[src/rtl/fs_pkg.sv]
package fs_pkg;

  typedef enum logic [3:0] {
    OP_NONE, OP_ARR_RD, OP_PROG, OP_UNLK, OP_ERASE,
    OP_CLR, OP_RST, OP_CLRRST, OP_ID, OP_QRY
  } op_e;

  typedef enum logic [2:0] {
    K_END, K_WCMD, K_WDATA, K_RD, K_PCMD, K_PRD
  } kind_e;

  typedef enum logic [1:0] {RS_ZERO, RS_CTRL, RS_STAT} rsrc_e;

  typedef struct packed {
    kind_e      kind;
    logic [7:0] cmd;
    logic       tgt;   // 1: target address, 0: flash address 0
  } step_t;

  function automatic step_t mk(kind_e k, logic [7:0] c, logic t);
    step_t s;
    s.kind = k;
    s.cmd  = c;
    s.tgt  = t;
    return s;
  endfunction

  // Command sequence table, indexed by operation and step number.
  function automatic step_t get_step(op_e op, logic [2:0] idx);
    step_t s;
    s = mk(K_END, 8'h00, 1'b0);
    case (op)
      OP_ARR_RD: case (idx)
        3'd0: s = mk(K_WCMD, 8'hFF, 1'b0);
        3'd1: s = mk(K_RD,   8'h00, 1'b1);
        default: ;
      endcase
      OP_PROG: case (idx)
        3'd0: s = mk(K_WCMD,  8'h50, 1'b0);
        3'd1: s = mk(K_WCMD,  8'h40, 1'b1);
        3'd2: s = mk(K_WDATA, 8'h00, 1'b1);
        3'd3: s = mk(K_PCMD,  8'h70, 1'b0);
        3'd4: s = mk(K_PRD,   8'h00, 1'b0);
        default: ;
      endcase
      OP_UNLK: case (idx)
        3'd0: s = mk(K_WCMD, 8'h60, 1'b1);
        3'd1: s = mk(K_WCMD, 8'hD0, 1'b1);
        default: ;
      endcase
      OP_ERASE: case (idx)
        3'd0: s = mk(K_WCMD, 8'h50, 1'b0);
        3'd1: s = mk(K_WCMD, 8'h60, 1'b1);
        3'd2: s = mk(K_WCMD, 8'hD0, 1'b1);
        3'd3: s = mk(K_WCMD, 8'h20, 1'b1);
        3'd4: s = mk(K_WCMD, 8'hD0, 1'b1);
        3'd5: s = mk(K_PCMD, 8'h70, 1'b0);
        3'd6: s = mk(K_PRD,  8'h00, 1'b0);
        default: ;
      endcase
      OP_CLR:    if (idx == 3'd0) s = mk(K_WCMD, 8'h50, 1'b0);
      OP_RST:    if (idx == 3'd0) s = mk(K_WCMD, 8'hFF, 1'b0);
      OP_CLRRST: case (idx)
        3'd0: s = mk(K_WCMD, 8'h50, 1'b0);
        3'd1: s = mk(K_WCMD, 8'hFF, 1'b0);
        default: ;
      endcase
      OP_ID: case (idx)
        3'd0: s = mk(K_WCMD, 8'h90, 1'b0);
        3'd1: s = mk(K_RD,   8'h00, 1'b1);
        default: ;
      endcase
      OP_QRY: case (idx)
        3'd0: s = mk(K_WCMD, 8'h98, 1'b0);
        3'd1: s = mk(K_RD,   8'h00, 1'b1);
        default: ;
      endcase
      default: ;
    endcase
    return s;
  endfunction

endpackage

[src/rtl/fs_decode.sv]
module fs_decode
  import fs_pkg::*;
#(
  parameter int AW = 28,
  parameter int FA = 24
) (
  input  logic [AW-1:0] addr,
  input  logic          we,
  input  logic [31:0]   wdata,
  output op_e           op,
  output rsrc_e         rsrc,
  output logic [FA-1:0] tgt
);
  localparam int IDX_W = 15;

  logic idq;

  always_comb begin
    op   = OP_NONE;
    rsrc = RS_ZERO;
    idq  = 1'b0;
    case (addr[27:26])
      2'b00: op = we ? OP_PROG : OP_ARR_RD;
      2'b01: op = we ? OP_UNLK : OP_NONE;
      2'b10: op = we ? OP_ERASE : OP_NONE;
      default: begin
        if (!addr[25]) begin
          if (!we)
            rsrc = addr[2] ? RS_STAT : RS_CTRL;
          else if (!addr[2])
            case (wdata[2:1])
              2'b01:   op = OP_CLR;
              2'b10:   op = OP_RST;
              2'b11:   op = OP_CLRRST;
              default: op = OP_NONE;
            endcase
        end else if (!we) begin
          op  = addr[16] ? OP_QRY : OP_ID;
          idq = 1'b1;
        end
      end
    endcase
  end

  assign tgt = idq ? FA'({addr[IDX_W-1:0], 1'b0}) : addr[FA-1:0];

endmodule

[src/rtl/fs_cycle.sv]
module fs_cycle #(
  parameter int FA       = 24,
  parameter int WAIT_CYC = 2
) (
  input  logic          clk,
  input  logic          rst,
  input  logic          start,
  input  logic          is_wr,
  input  logic [FA-1:0] addr_i,
  input  logic [15:0]   data_i,
  output logic          done,
  output logic [15:0]   rd_o,
  output logic [FA-1:0] fl_addr,
  output logic [15:0]   fl_dout,
  input  logic [15:0]   fl_din,
  output logic          fl_cs,
  output logic          fl_we
);
  localparam int CW = $clog2(WAIT_CYC + 1);
  localparam logic [CW-1:0] CNT_INIT = CW'(WAIT_CYC - 1);

  logic [CW-1:0] cnt;

  always_ff @(posedge clk) begin
    if (rst) begin
      fl_cs   <= 1'b0;
      fl_we   <= 1'b0;
      fl_addr <= '0;
      fl_dout <= '0;
      cnt     <= '0;
      done    <= 1'b0;
      rd_o    <= '0;
    end else begin
      done <= 1'b0;
      if (!fl_cs) begin
        if (start) begin
          fl_cs   <= 1'b1;
          fl_we   <= is_wr;
          fl_addr <= addr_i;
          fl_dout <= data_i;
          cnt     <= CNT_INIT;
        end
      end else if (cnt == '0) begin
        fl_cs <= 1'b0;
        fl_we <= 1'b0;
        done  <= 1'b1;
        rd_o  <= fl_din;
      end else begin
        cnt <= cnt - 1'b1;
      end
    end
  end

  // flash signals stay put during a cycle
  assert_hold_R10: assert property (@(posedge clk) disable iff (rst)
    (fl_cs && $past(fl_cs)) |-> ($stable(fl_addr) && $stable(fl_dout) && $stable(fl_we)));

endmodule

[src/rtl/flash_seq.sv]
module flash_seq
  import fs_pkg::*;
#(
  parameter int AW       = 28,
  parameter int FA       = 24,
  parameter int WAIT_CYC = 2
) (
  input  logic          clk,
  input  logic          rst,
  input  logic          req,
  input  logic          we,
  input  logic [AW-1:0] addr,
  input  logic [31:0]   wdata,
  output logic [31:0]   rdata,
  output logic          ack,
  output logic          busy,
  output logic [FA-1:0] fl_addr,
  output logic [15:0]   fl_dout,
  input  logic [15:0]   fl_din,
  output logic          fl_cs,
  output logic          fl_we
);
  typedef enum logic [1:0] {S_IDLE, S_ISSUE, S_WAIT, S_ACK} st_e;

  st_e           state;
  op_e           op_q;
  logic [FA-1:0] tgt_q;
  logic [15:0]   wd_q;
  logic [2:0]    idx_q;
  logic [7:0]    status_q;

  op_e           dec_op;
  rsrc_e         dec_rsrc;
  logic [FA-1:0] dec_tgt;
  step_t         cur, nxt, first;
  logic          start, done, cyc_wr;
  logic [15:0]   rd;

  fs_decode #(.AW(AW), .FA(FA)) u_dec (
    .addr(addr), .we(we), .wdata(wdata),
    .op(dec_op), .rsrc(dec_rsrc), .tgt(dec_tgt)
  );

  assign cur    = get_step(op_q, idx_q);
  assign nxt    = get_step(op_q, idx_q + 3'd1);
  assign first  = get_step(dec_op, 3'd0);
  assign start  = (state == S_ISSUE);
  assign cyc_wr = (cur.kind == K_WCMD) || (cur.kind == K_WDATA) || (cur.kind == K_PCMD);

  fs_cycle #(.FA(FA), .WAIT_CYC(WAIT_CYC)) u_cyc (
    .clk(clk), .rst(rst), .start(start), .is_wr(cyc_wr),
    .addr_i(cur.tgt ? tgt_q : '0),
    .data_i((cur.kind == K_WDATA) ? wd_q : {8'h00, cur.cmd}),
    .done(done), .rd_o(rd),
    .fl_addr(fl_addr), .fl_dout(fl_dout), .fl_din(fl_din),
    .fl_cs(fl_cs), .fl_we(fl_we)
  );

  assign busy = (state != S_IDLE);

  always_ff @(posedge clk) begin
    if (rst) begin
      state    <= S_IDLE;
      op_q     <= OP_NONE;
      tgt_q    <= '0;
      wd_q     <= '0;
      idx_q    <= '0;
      status_q <= '0;
      rdata    <= '0;
      ack      <= 1'b0;
    end else begin
      case (state)
        S_IDLE: if (req) begin
          op_q  <= dec_op;
          tgt_q <= dec_tgt;
          wd_q  <= wdata[15:0];
          idx_q <= '0;
          case (dec_rsrc)
            RS_CTRL: rdata <= {31'd0, busy};
            RS_STAT: rdata <= {24'd0, status_q};
            default: rdata <= '0;
          endcase
          if (first.kind == K_END) begin
            ack   <= 1'b1;
            state <= S_ACK;
          end else begin
            state <= S_ISSUE;
          end
        end
        S_ISSUE: begin
          if (cur.kind == K_WCMD && cur.cmd == 8'h50) status_q <= '0;
          state <= S_WAIT;
        end
        S_WAIT: if (done) begin
          if (cur.kind == K_RD) rdata <= {16'd0, rd};
          if (cur.kind == K_PRD) status_q <= rd[7:0];
          if (cur.kind == K_PRD && !rd[7]) begin
            idx_q <= idx_q - 3'd1;
            state <= S_ISSUE;
          end else if (nxt.kind == K_END) begin
            ack   <= 1'b1;
            state <= S_ACK;
          end else begin
            idx_q <= idx_q + 3'd1;
            state <= S_ISSUE;
          end
        end
        default: begin
          ack   <= 1'b0;
          state <= S_IDLE;
        end
      endcase
    end
  end

  // acknowledge lasts one cycle
  assert_ack_pulse_R9: assert property (@(posedge clk) disable iff (rst)
    ack |=> !ack);
  // any flash activity happens inside a busy window
  assert_busy_cover_R9: assert property (@(posedge clk) disable iff (rst)
    fl_cs |-> busy);
  // a not-ready status read never leads straight to an acknowledge
  assert_poll_no_ack_R3: assert property (@(posedge clk) disable iff (rst)
    (state == S_WAIT && done && cur.kind == K_PRD && !rd[7]) |=> !ack);
  // flash idle while the sequencer is idle
  assert_idle_quiet_R11: assert property (@(posedge clk) disable iff (rst)
    (state == S_IDLE) |-> !fl_cs);

endmodule

[config.mk]
export PLATFORM = sky130hd
export DESIGN_NAME = flash_seq
export DESIGN_NICKNAME = d
export VERILOG_FILES = /design/src/rtl/fs_pkg.sv /design/src/rtl/fs_decode.sv /design/src/rtl/fs_cycle.sv /design/src/rtl/flash_seq.sv
export SDC_FILE = /design/constraint.sdc
export NUM_CORES = 1
export LEC_CHECK = 0
export ABC_CLOCK_PERIOD_IN_PS = 3000
export BUFFER_PORTS_ARGS = -buffer_cell sky130_fd_sc_hd__buf_2
export CAP_MARGIN = 5
export CORE_UTILIZATION = 51
export CTS_BUF_LIST = sky130_fd_sc_hd__clkbuf_8
export DETAILED_ROUTE_END_ITERATION = 12
export HOLD_SLACK_MARGIN = 0.1
export PLACE_DENSITY = 0.85
export SLEW_MARGIN = 5
export SYNTH_ARGS = -nofsm -noshare
export SYNTH_HDL_FRONTEND = slang
export SYNTH_SLANG_ARGS = --single-unit
[constraint.sdc]
create_clock -name clk -period 3 [get_ports clk]
set_input_delay 0.75 -clock clk [delete_from_list [all_inputs] [get_ports clk]]
set_output_delay 0.75 -clock clk [all_outputs]
set_load 0.005 [all_outputs]
==> out/results.ini, run 1 <==
[timing]
fin_skew_ns=0.0139
relSlewSlack_pct=16.2
finalHoldViolations=0
grt_setup_unrepaired=no
holdWs_ns=0.450
tns_ns=0
drv_slew=0
final.period_utilization_pct=94.4
worstMarginPinSlew_ns=1.25
fmax_mhz=353
setup_violations=0
min_period_ns=2.83

[critical_path]
critical_path_class=reg2reg
slowest_stage=dfxtp_1
rrSetupSlack_ns=0.17
regToRegEndpoint=status_q[6]
timing.rr.start=idx_q[0]
critPathCaptureType=register
crit_cells=8
cp_cell_sequence=inv_1 -> ha_1 -> ha_1 -> buf_4 -> a311oi_1 -> nand4_1 -> o31ai_4 -> o22ai_1
critPathMaxStageDelay_ns=0.47
critPathMostFrequentCell=ha_1
cp_max_fo=8
path_buf_inv=2
cp-endpoint=status_q[6]
worstPathArrival_ns=3.16
critPathLaunch=idx_q[0]
r2r_cells=8
cp_top_family=compound AO/OA/AOI/OAI gates
crit_required_ns=3.33
startpoint_type=register

[cells_and_area]
nets=946
fillCellCount=1021
area_growth_pct=17.9
multi_input_area_um2=3320
drive_gt1_share_pct=24.1
seq_area_um2=2700
n_antenna_cell=0

[global_routing]
met2_usage_pct=40.2
grt_max_degree=59
grt_pass1_wl_mm=27.1
grt_pass1_vias=5539
grt_antenna_before_repair=0
use_met1_pct=34.4
met3_usage_pct=7.44
grt_use_total_pct=26.3
grt_overflow=0
grt.busiest_layer=met2

[synth]
ys_ff_latch=135
syn_area_per_cell_um2=8.54
syn-cell-area_um2=6400
ys.flop_type=dfxtp_1
seq_area_frac_synth_pct=42.2
synthCells=749
yosys_warnings=0
ys_types=77
ys_async_sr_fraction_pct=0
synth_edf_count=0

[floorplanning]
core_area_um2=12100
die_h_um=114
die_x_um=114
die-area_um2=13000
start_util_pct=52.8
rows=40
io_pins=156

[hold_path]
hold_class=reg2reg

[clocking]
clockRootBuffer=clkbuf_8
ctsHoldBuffers=0
clk_pin_slew_ns=0.08
cts.sinks=135
clk_latency_ns=0.47
cts-htree-levels=4
post-cts-setup-buffers=0
cts_buffers=17
clock_path_buffers=2
cts_tree=yes

[drt]
drt_first_pass_iters=8
drc_errors=0
wl_per_cell_um=16.0
ant_nets=0
drtIter0Drc=540
routed_via_density=5.79
num_vias=5996
drt_wl_total_mm=16.5

[power]
worst_ir_drop_vdd_v=0.000498
power.total_w=0.00412
p_per_area_nw_per_um2=546
leakagePower_nw=3.09

[place]
dp_hpwl_mm=11.0
gp_congestion=0.920
io_buffer_count=122

[job]
maxCapViolCount=0

[status]
status=completed

cells in the final DEF (no fill, tap or decap), types with 4 or more instances in the layout:
cell and count:
a2111oi_0 6, a21oi_1 71, a22o_1 16, a22oi_1 24, a311oi_1 18, and3_1 9, buf_2 121, buf_4 25
clkbuf_8 17, clkinv_4 6, conb_1 16, dfxtp_1 135, ha_1 12, inv_1 19, inv_6 4, mux2_1 7
mux2i_1 6, nand2_1 95, nand2b_1 5, nand3_1 35, nand4_1 12, nor2_1 73, nor2b_1 5, nor3_1 16
o21ai_0 7, o21ai_1 13, o22ai_1 9
stage by stage:
| stage | worst slack, ns | instances | cell area (um2) | util, % |
|---|---|---|---|---|
| 2_1_floorplan | 0.298 | 764 | 6460 | - |
| 3_3_place_gp | 0.272 | 1003 | 7100 | 58.6 |
| 3_5_place_dp | 0.184 | 1003 | 7100 | 58.6 |
| 4_1_cts | 0.143 | 1035 | 7530 | 62.2 |
| 5_1_grt | 0.0280 | 1035 | 7550 | 62.3 |
| 6_report | 0.169 | 1035 | 7550 | 62.3 |
per-layer routing:
metal / wire [um] / vias to the layer above
met5: 0 / -
met4: 553 / 0
met3: 1170 / 45
met2: 7620 / 234
met1: 7180 / 2834
li1: - / 2883
final cells by class:
cell class,instances,share of cell area [%]
multi-input combinational,533,44.0
sequential,135,35.8
timing repair buffer,147,10.8
clock buffer,17,3.10
tap,168,2.78
clock inverter,15,2.57
inverter,20,0.995
sequential cells by signal (all words and copies together), names as in the netlist:
register	cells
u_cyc.fl_cs	1
u_cyc.cnt	2
state	2
op_q	4
u_cyc.rd_o	16
idx_q	3
u_cyc.fl_dout	16
ack	1
rdata	16
u_cyc.fl_we	1
status_q	8
tgt_q	24
wd_q	16
u_cyc.done	1
u_cyc.fl_addr	24
cells by family after synthesis:
logic type	Yosys count	share of synthesized area (%)
and+or+nand+nor	283	22.4
AOI/OAI and AO/OA	204	22.7
DFF	135	42.2
buffers and inverters	96	7.29
muxes	15	2.52
adders and majority gates	12	2.35
xor gates and xnor gates	3	0.411
other	1	0.0586
worst reg2reg max path: stages, from the launching register on:
cell	delay, ns
dfxtp_1	0.47
inv_1	0.14
ha_1	0.31
ha_1	0.30
buf_4	0.18
a311oi_1	0.46
nand4_1	0.23
o31ai_4	0.45
o22ai_1	0.15
synth_stat cells (all sizes together) (3+ instances only):
| library cell | instances | area (um2) |
|---|---|---|
| dfxtp | 135 | 2700 |
| nand2 | 95 | 357 |
| nor2 | 75 | 287 |
| a21oi | 72 | 364 |
| clkbuf | 43 | 161 |
| nand3 | 37 | 210 |
| buf | 33 | 230 |
| a22oi | 24 | 180 |
| o21ai | 21 | 116 |
| a311oi | 20 | 188 |
| inv | 20 | 75.1 |
| nor3 | 18 | 100 |
| a22o | 16 | 140 |
| ha | 12 | 150 |
| nand4 | 12 | 75.1 |
| o22ai | 10 | 76.3 |
| and3 | 9 | 56.3 |
| mux2 | 9 | 101 |
| a2111oi | 7 | 62.6 |
| mux2i | 6 | 60.1 |
| nand2b | 5 | 31.3 |
| nor2b | 5 | 31.3 |
| nor4b | 4 | 62.6 |
| a211oi | 3 | 22.5 |
| a21o | 3 | 22.5 |
| a221oi | 3 | 32.5 |
| a31oi | 3 | 18.8 |
| and2 | 3 | 18.8 |
| and4 | 3 | 26.3 |
| nand3b | 3 | 22.5 |
| o311ai | 3 | 33.8 |
| o31ai | 3 | 50.1 |
| or4b | 3 | 37.5 |
repair_timing:
item | 4_1_cts | 5_1_grt
endpoints found under the hold margin | 0 | 0
setup endpoints to repair | 0 | 18
resized for setup | 0 | 3
where the power goes:
| part | internal [W] | leakage, nW | switching [W] |
|---|---|---|---|
| clock | 0.000842 | 0.217 | 0.000772 |
| combinational | 0.000210 | 1.77 | 0.000363 |
| sequential | 0.00188 | 1.10 | 0.0000600 |
| total | 0.00293 | 3.09 | 0.00120 |
how the worst min path moves through the flow:
stage               cells after the start  slack, ns               from           endpoint
floorplan                               2       0.43           tgt_q[0]           tgt_q[0]
global placement                        2       0.44  u_cyc.fl_dout[10]  u_cyc.fl_dout[10]
detailed placement                      2       0.44  u_cyc.fl_dout[10]  u_cyc.fl_dout[10]
CTS                                     2       0.45  u_cyc.fl_dout[10]  u_cyc.fl_dout[10]
global route                            2       0.47   u_cyc.fl_dout[9]   u_cyc.fl_dout[9]
finish                                  2       0.45  u_cyc.fl_dout[10]  u_cyc.fl_dout[10]
(Power assumes the default switching activity.)
==> run 2: changes to the inputs <==
Settings changed: RECOVER_POWER from default to 50.
==> run 2 against run 1 <==
Total power is essentially flat. Via count is 0.32% lower. Worst hold slack improved by 0.0022 ns. Utilization down 0.32 points. Wire length about the same.
==> out/results.ini, run 2 (synthesis results as in run 1) <==
[timing]
worstMarginPinSlew_ns=1.23  ; -0.0194 ns
fmax_mhz=352  ; -0.37%
drv_slew=0  ; unchanged
final.period_utilization_pct=94.7  ; +0.35 points
finalHoldViolations=0  ; unchanged
setup_violations=0  ; unchanged
grt_setup_unrepaired=no
fin_skew_ns=0.00963  ; -0.00426 ns
relSlewSlack_pct=17.5  ; +1.3 points
min_period_ns=2.84  ; +0.0105 ns
fin_ws_ns=0.158  ; -0.0105 ns
tns_ns=0  ; unchanged

[critical_path]
critPathMaxStageDelay_ns=0.47  ; about the same
critical_path_class=reg2reg
critPathMostFrequentCell=ha_1
startpoint_type=register
cp_cell_sequence=inv_1 -> ha_1 -> ha_1 -> buf_4 -> a311oi_1 -> nand4_1 -> o31ai_4 -> o22ai_1
cp_top_family=compound AO/OA/AOI/OAI gates
rrSetupSlack_ns=0.16  ; about the same
path_buf_inv=2  ; unchanged
cp_max_fo=8  ; unchanged
crit_required_ns=3.33  ; about the same
slowest_stage=dfxtp_1
worstPathArrival_ns=3.17  ; about the same
critPathCaptureType=register

[clocking]
clk_latency_ns=0.46  ; about the same
ctsHoldBuffers=0  ; unchanged
cts-htree-levels=4  ; unchanged
cts_buffers=17  ; unchanged
clockRootBuffer=clkbuf_8
cts_resized=0  ; unchanged
clock_path_buffers=2  ; unchanged
clk_pin_slew_ns=0.08  ; about the same
cts.sinks=135  ; unchanged
cts_tree=yes
post-cts-setup-buffers=0  ; unchanged

[drt]
drt_first_pass_iters=5  ; -3
drtIter0Drc=618  ; +14%
routed_via_density=5.77  ; -0.32%
drt_wl_total_mm=16.5  ; about the same
ant_nets=0  ; unchanged
wl_per_cell_um=16.0  ; about the same
num_vias=5977  ; -0.32%
drc_errors=0  ; unchanged

[floorplanning]
die_x_um=114  ; unchanged
rows=40  ; unchanged
die_h_um=114  ; unchanged
io_pins=156  ; unchanged
die-area_um2=13000  ; unchanged
start_util_pct=52.8  ; unchanged
core_area_um2=12100  ; unchanged

[cells_and_area]
final_cell_mix=dfxtp_1, nand2_1, buf_2, nor2_1, a21oi_1
nets=946  ; unchanged
fin_area_um2=7510  ; -0.51%
n_antenna_cell=0  ; unchanged
drive_gt1_share_pct=20.8  ; -3.3 points
fillCellCount=1036  ; +1.5%
reg.largest.list=tgt_q x24, u_cyc.fl_addr x24
area_growth_pct=17.3
layout_commonest_cell=dfxtp_1

[global_routing]
grt_antenna_before_repair=0  ; unchanged
grt_use_total_pct=26.3  ; unchanged
grt_overflow=0  ; unchanged
grt_pass1_vias=5539  ; unchanged
grt_pass1_wl_mm=27.1  ; unchanged
grt_max_degree=59  ; unchanged

[power]
leakagePower_nw=2.96  ; -4.1%
p_per_area_nw_per_um2=549  ; +0.44%
worst_ir_drop_vdd_v=0.000499  ; +0.26%

[job]
maxCapViolCount=0  ; unchanged

[place]
dp_hpwl_mm=11.0  ; unchanged
gp_congestion=0.920  ; unchanged
place_ws_ns=0.184  ; unchanged
io_buffer_count=122  ; unchanged
place_area_um2=7100  ; unchanged

[hold_path]
hold_class=reg2reg

[status]
status=completed

## run 2: changes by cell type in the layout (fill, tap and decap cells not counted)
cell      previous run  this run
and2_1               2         0
and2_0               0         2
clkbuf_1             0        29
buf_4               25        24
buf_2              121        92
clkbuf_2             0         1
## run 2: power by group
group | leakage, nW | internal (W) | switching (W)
Combinational | 1.64 | 0.000207 | 0.000364
Sequential | 1.10 | 0.00188 | 0.0000603
Clock | 0.217 | 0.000842 | 0.000771
Total | 2.96 | 0.00293 | 0.00119
## run 2: routing by layer
metal	vias up	wire, um	track usage (%)
met5	-	0	0
met4	0	548	12.3
met3	46	1120	7.44
met2	216	7640	40.2
met1	2838	7200	34.4
li1	2877	-	-
## run 2: worst register-to-register path: stages, from the launching register on
cell and delay, ns:
dfxtp_1 0.47, inv_1 0.14, ha_1 0.31, ha_1 0.31
buf_4 0.18, a311oi_1 0.47, nand4_1 0.23, o31ai_4 0.45
o22ai_1 0.16
## run 2: cell type report
type                            instances  area (um2)  area share (%)
Multi-Input combinational cell        533        3320            44.2
Timing Repair Buffer                  147         774            10.3
Clock inverter                         15         194            2.58
Clock buffer                           17         234            3.12
Inverter                               20        75.1            1.00
Sequential cell                       135        2700            36.0
Tap cell                              168         210            2.80
## run 2: metrics by stage
stage / cells / utilization [%] / hold slack [ns] / total power, W
floorplan: 764 / - / 0.432 / 0.00235
global placement: 1003 / 58.6 / 0.438 / 0.00252
detailed placement: 1003 / 58.6 / 0.443 / 0.00253
CTS: 1035 / 62.2 / 0.453 / 0.00413
global route: 1035 / 62.0 / 0.471 / 0.00430
finish: 1035 / 62.0 / 0.452 / 0.00412
## run 2: path summary, 6_finish.rpt
path                    start               end  cells after the start
max                  idx_q[0]       status_q[6]                      8
min          u_cyc.fl_dout[4]  u_cyc.fl_dout[4]                      2
max reg2reg          idx_q[0]       status_q[6]                      8
min reg2reg  u_cyc.fl_dout[4]  u_cyc.fl_dout[4]                      2
